<file path="config.mk">
export PLATFORM = sky130hd
export DESIGN_NAME = tri_add_chain
export DESIGN_NICKNAME = d
export VERILOG_FILES = /design/src/rtl/tac_pkg.sv /design/src/rtl/tac_slice.sv /design/src/rtl/tac_cell.sv /design/src/rtl/tri_add_chain.sv
export SDC_FILE = /design/constraint.sdc
export NUM_CORES = 1
export LEC_CHECK = 0
export ABC_AREA = 1
export ABC_CLOCK_PERIOD_IN_PS = 2050
export BUFFER_PORTS_ARGS = -buffer_cell sky130_fd_sc_hd__buf_2
export CAP_MARGIN = 15
export CORE_AREA = 2 2 39 41
export DETAILED_ROUTE_END_ITERATION = 12
export DIE_AREA = 0 0 41 43
export SYNTH_ARGS = -nofsm -noshare
export SYNTH_HDL_FRONTEND = slang
export SYNTH_SLANG_ARGS = --single-unit
</file>
<file path="constraint.sdc">
create_clock -name vclk -period 2.05
set_clock_uncertainty 0.15 [all_clocks]
set_input_delay 0 -clock vclk [all_inputs]
set_output_delay 0 -clock vclk [all_outputs]
set_load 0.02 [all_outputs]
</file>
<file path="src/rtl/tac_pkg.sv">
// Package: shared types and helpers for the three-operand adder chain.
// Assumes 16-entry lookup tables indexed by a 4-bit select.
package tac_pkg;
    typedef enum logic {
        TAC_ARITH  = 1'b0,
        TAC_SHARED = 1'b1
    } tac_mode_e;

    localparam int LUT_BITS = 16;

    // Reads one entry of a 16-entry table.
    function automatic logic lut_pick(input logic [LUT_BITS-1:0] tbl,
                                      input logic [3:0] sel);
        return tbl[sel];
    endfunction
endpackage

</file>
<file path="src/rtl/tac_slice.sv">
// Module: tac_slice - one bit position of the chain.
// Two 4-input functions read {0, z, y, x}. In shared mode the adder takes the
// neighbour's share input. In arithmetic mode it takes the inverted share function.
// Assumes the fourth function input is tied low.
module tac_slice #(
    parameter logic [15:0]       ADD_TBL = 16'h9696,
    parameter logic [15:0]       SHR_TBL = 16'hE8E8,
    parameter tac_pkg::tac_mode_e MODE   = tac_pkg::TAC_SHARED
) (
    input  logic x,
    input  logic y,
    input  logic z,
    input  logic share_in,
    input  logic carry_in,
    output logic sum_bit,
    output logic carry_out,
    output logic share_out
);
    logic [3:0] sel;
    logic       add_fn;
    logic       shr_fn;
    logic       opnd;

    // Evaluate both lookup functions and the full adder bit.
    always_comb begin
        sel    = {1'b0, z, y, x};
        add_fn = tac_pkg::lut_pick(ADD_TBL, sel);
        shr_fn = tac_pkg::lut_pick(SHR_TBL, sel);
        opnd   = (MODE == tac_pkg::TAC_SHARED) ? share_in : ~shr_fn;
        {carry_out, sum_bit} = 2'(add_fn) + 2'(opnd) + 2'(carry_in);
        share_out = shr_fn;
    end
endmodule

</file>
<file path="src/rtl/tac_cell.sv">
// Module: tac_cell - a pair of slices.
// The carry ripples from the lower slice to the upper one. The lower share
// output feeds the upper adder, and the upper share function leaves the cell.
module tac_cell #(
    parameter logic [1:0][15:0]  ADD_TBL = {2{16'h9696}},
    parameter logic [1:0][15:0]  SHR_TBL = {2{16'hE8E8}},
    parameter tac_pkg::tac_mode_e MODE   = tac_pkg::TAC_SHARED
) (
    input  logic [1:0] x,
    input  logic [1:0] y,
    input  logic [1:0] z,
    input  logic       share_in,
    input  logic       carry_in,
    output logic [1:0] sum_bits,
    output logic       carry_out,
    output logic       share_out
);
    logic [2:0] carry;
    logic [2:0] share;

    assign carry[0]  = carry_in;
    assign share[0]  = share_in;
    assign carry_out = carry[2];
    assign share_out = share[2];

    for (genvar s = 0; s < 2; s++) begin : g_half
        tac_slice #(
            .ADD_TBL(ADD_TBL[s]),
            .SHR_TBL(SHR_TBL[s]),
            .MODE   (MODE)
        ) u_slice (
            .x        (x[s]),
            .y        (y[s]),
            .z        (z[s]),
            .share_in (share[s]),
            .carry_in (carry[s]),
            .sum_bit  (sum_bits[s]),
            .carry_out(carry[s+1]),
            .share_out(share[s+1])
        );
    end
endmodule

</file>
<file path="src/rtl/tri_add_chain.sv">
// Module: tri_add_chain - three-operand adder on one carry chain.
// Builds N/2 cells. The share input of bit 0 is zero. In shared mode the top
// two result bits are the final carry plus the final share. In arithmetic
// mode they are {0, carry}. Assumes N is even.
module tri_add_chain #(
    parameter int                  N       = 4,
    parameter logic [N-1:0][15:0]  ADD_TBL = {N{16'h9696}},
    parameter logic [N-1:0][15:0]  SHR_TBL = {N{16'hE8E8}},
    parameter tac_pkg::tac_mode_e  MODE    = tac_pkg::TAC_SHARED
) (
    input  logic [N-1:0] op_a,
    input  logic [N-1:0] op_b,
    input  logic [N-1:0] op_c,
    input  logic         carry_in,
    output logic [N+1:0] total
);
    localparam int CELLS = N / 2;

    if ((N % 2) != 0 || N < 2) begin : g_bad_width
        $error("tri_add_chain: N must be even and at least 2");
    end

    logic [CELLS:0] carry;
    logic [CELLS:0] share;
    logic [N-1:0]   low_bits;

    assign carry[0] = carry_in;
    assign share[0] = 1'b0;

    for (genvar k = 0; k < CELLS; k++) begin : g_cell
        tac_cell #(
            .ADD_TBL(ADD_TBL[2*k +: 2]),
            .SHR_TBL(SHR_TBL[2*k +: 2]),
            .MODE   (MODE)
        ) u_cell (
            .x        (op_a[2*k +: 2]),
            .y        (op_b[2*k +: 2]),
            .z        (op_c[2*k +: 2]),
            .share_in (share[k]),
            .carry_in (carry[k]),
            .sum_bits (low_bits[2*k +: 2]),
            .carry_out(carry[k+1]),
            .share_out(share[k+1])
        );
    end

    // Merge the chain ends into the two top result bits.
    always_comb begin
        total[N-1:0] = low_bits;
        if (MODE == tac_pkg::TAC_SHARED)
            total[N+1:N] = 2'(carry[CELLS]) + 2'(share[CELLS]);
        else
            total[N+1:N] = {1'b0, carry[CELLS]};
    end
endmodule

</file>
==> flow_summary.toml <==
[sta]
rsz0062_at_grt = "yes"
period_needed_ns = 2.137
fmax_mhz = 468.0
maxSlewHeadroom_pct = 83.70
tns_ns = -0.1587
setup_viol = 2
finalWorstSetupSlack_ns = -0.08674
worstMarginPinSlew_ns = 0.2419
post-route-period-util_pct = 104.2
finalHoldViolations = 0
slew_viol_final = 0

[synthesis]
syn_nets = 88
synth_top_area_share_pct = 32.47
synthTopCellsByCount = "inv_1, nand2_1, ha_1"
synthDistinctLibCells = 6
synthTopCellsByArea = "ha_1, inv_1, nand2_1"
syn_area_um2 = 385.4
synth_largest_area_cell = "ha_1"
seq_area_frac_synth_pct = 0
yosys_warnings = 0
syn_avg_cell_area_um2 = 6.216
syn_inst = 62

[global_route]
grt_max_degree = 5
met3_usage_pct = 0
use_met1_pct = 7.395
grt_util_all_layers_pct = 7.831
grt_pass1_wl_um = 1041
grt.overflow.total = 0
top_usage_layer = "met2"
use_met2_pct = 17.19
antenna_found_initial = 0
grt_pass1_vias = 305

[worst_setup_path]
path_max_fanout = 2
worstPathRequired_ns = 1.90
startpoint_type = "input port"
cp.arrival_ns = 1.99
cp-end-kind = "output port"
crit_type = "input port to output port"

[placed_design]
dp.cells = 96
hpwl_um = 600.9
io_buffer_count = 19
placed_cell_area_um2 = 500.5
gp_congestion = 0.6223

[layout]
area.sequential_um2 = 0
fin_cells = 96
drive_gt1_share_pct = 43.75
seq_cells = 0
syn2layout_area_growth_pct = 49.03
stdcell_area_um2 = 574.3
antenna_cells = 0
final_util_pct = 41.50
clkbuf_count = 0
nets = 108

[floorplanning]
die_h_um = 43
row_count = 14
initial_core_util_pct = 27.85
core_um2 = 1384
pin_count = 19
die_area_um2 = 1763
die_w_um = 41

[power]
power.static_leakage_uw = 0.0003661
peakVddDrop_uv = 154.5
power_density_nw_per_um2 = 350.6

[route]
postRouteAntennaNets = 0
via_count = 380
wl_um = 662
drc_errors = 0
wl_per_cell_um = 6.896
firstDrtPassIters = 4
drt_iter0_drc = 3
vias_per_cell = 3.958

[worst_hold_path]
hp-class = "input port to output port"

[run_status]
status = "complete, but fails checks"
violations = "setup timing"

[clock_network]
post_cts_buffers = 0
ctsHoldBuffers = 0

[flow_run]
drv_cap = 0
placed cells by master, fill, tap and decap left out:
| master | netlist | routed |
|---|---|---|
| nand2_1 | 22 | 21 |
| inv_1 | 22 | 16 |
| buf_2 | 0 | 14 |
| ha_1 | 10 | 7 |
| inv_2 | 0 | 4 |
| fa_2 | 0 | 3 |
| buf_6 | 0 | 3 |
| buf_4 | 4 | 3 |
| inv_4 | 0 | 2 |
| ha_4 | 0 | 2 |
| buf_8 | 0 | 2 |
| nand2_2 | 0 | 1 |
| o21ai_0 | 1 | 1 |
| ha_2 | 0 | 1 |
final timing paths:
| check | to | start | slack (ns) | cells past startpoint |
|---|---|---|---|---|
| max | total[3] | op_a[0] | -0.09 | 13 |
| min | total[0] | carry_in | 0.23 | 3 |
critical path, cell delays in order:
cell and delay, ns:
buf_8 0.08, inv_4 0.03, ha_4 0.26, inv_2 0.02, nand2_1 0.04, nand2_1 0.05, ha_2 0.17, fa_2 0.33
fa_2 0.34, inv_2 0.06, fa_2 0.43, inv_2 0.06, buf_6 0.10
layout make-up:
| cell class | instances | area (um^2) |
|---|---|---|
| Fill cell | 155 | 809.5 |
| Inverter | 22 | 87.58 |
| Multi-Input combinational cell | 36 | 310.3 |
| Tap cell | 16 | 20.02 |
| Timing Repair Buffer | 22 | 156.4 |
kinds of logic (layout without fill, tap and decap cells):
kind of cell	after synthesis	in the layout	share of synthesized area, %
adders and majority gates	13	13	48.05
and+or+nand+nor	22	22	21.43
buffers and inverters	26	44	29.22
AOI/OAI and AO/OA	1	1	1.297
timing repair:
| item | in CTS | in global routing |
|---|---|---|
| setup endpoints to repair | 3 | 3 |
| gates cloned | 0 | 0 |
| pin swaps | 8 | 4 |
| resized for setup | 20 | 1 |
report_power, final:
part / internal (uW) / switching [uW] / leakage, uW
logic: 94.4 / 107 / 0.000366
registers: 0 / 0 / 0
clock network: 0 / 0 / 0
per-stage QoR:
step / setup slack, ns / hold WS [ns] / power [uW]
2_1_floorplan: 0.01467 / 0.1040 / 143.8
3_3_place_gp: -0.1548 / 0.2365 / 159.0
3_5_place_dp: -0.1741 / 0.2405 / 161.9
4_1_cts: -0.1516 / 0.2234 / 205.0
5_1_grt: -0.1709 / 0.2527 / 224.4
6_report: -0.08674 / 0.2321 / 201.4
layer usage:
| layer | vias up | routed length [um] |
|---|---|---|
| met5 | - | 0 |
| met4 | 0 | 0 |
| met3 | 0 | 45 |
| met2 | 12 | 364 |
| met1 | 164 | 252 |
| li1 | 204 | - |
No activity file was read; power rests on OpenSTA's default activity.
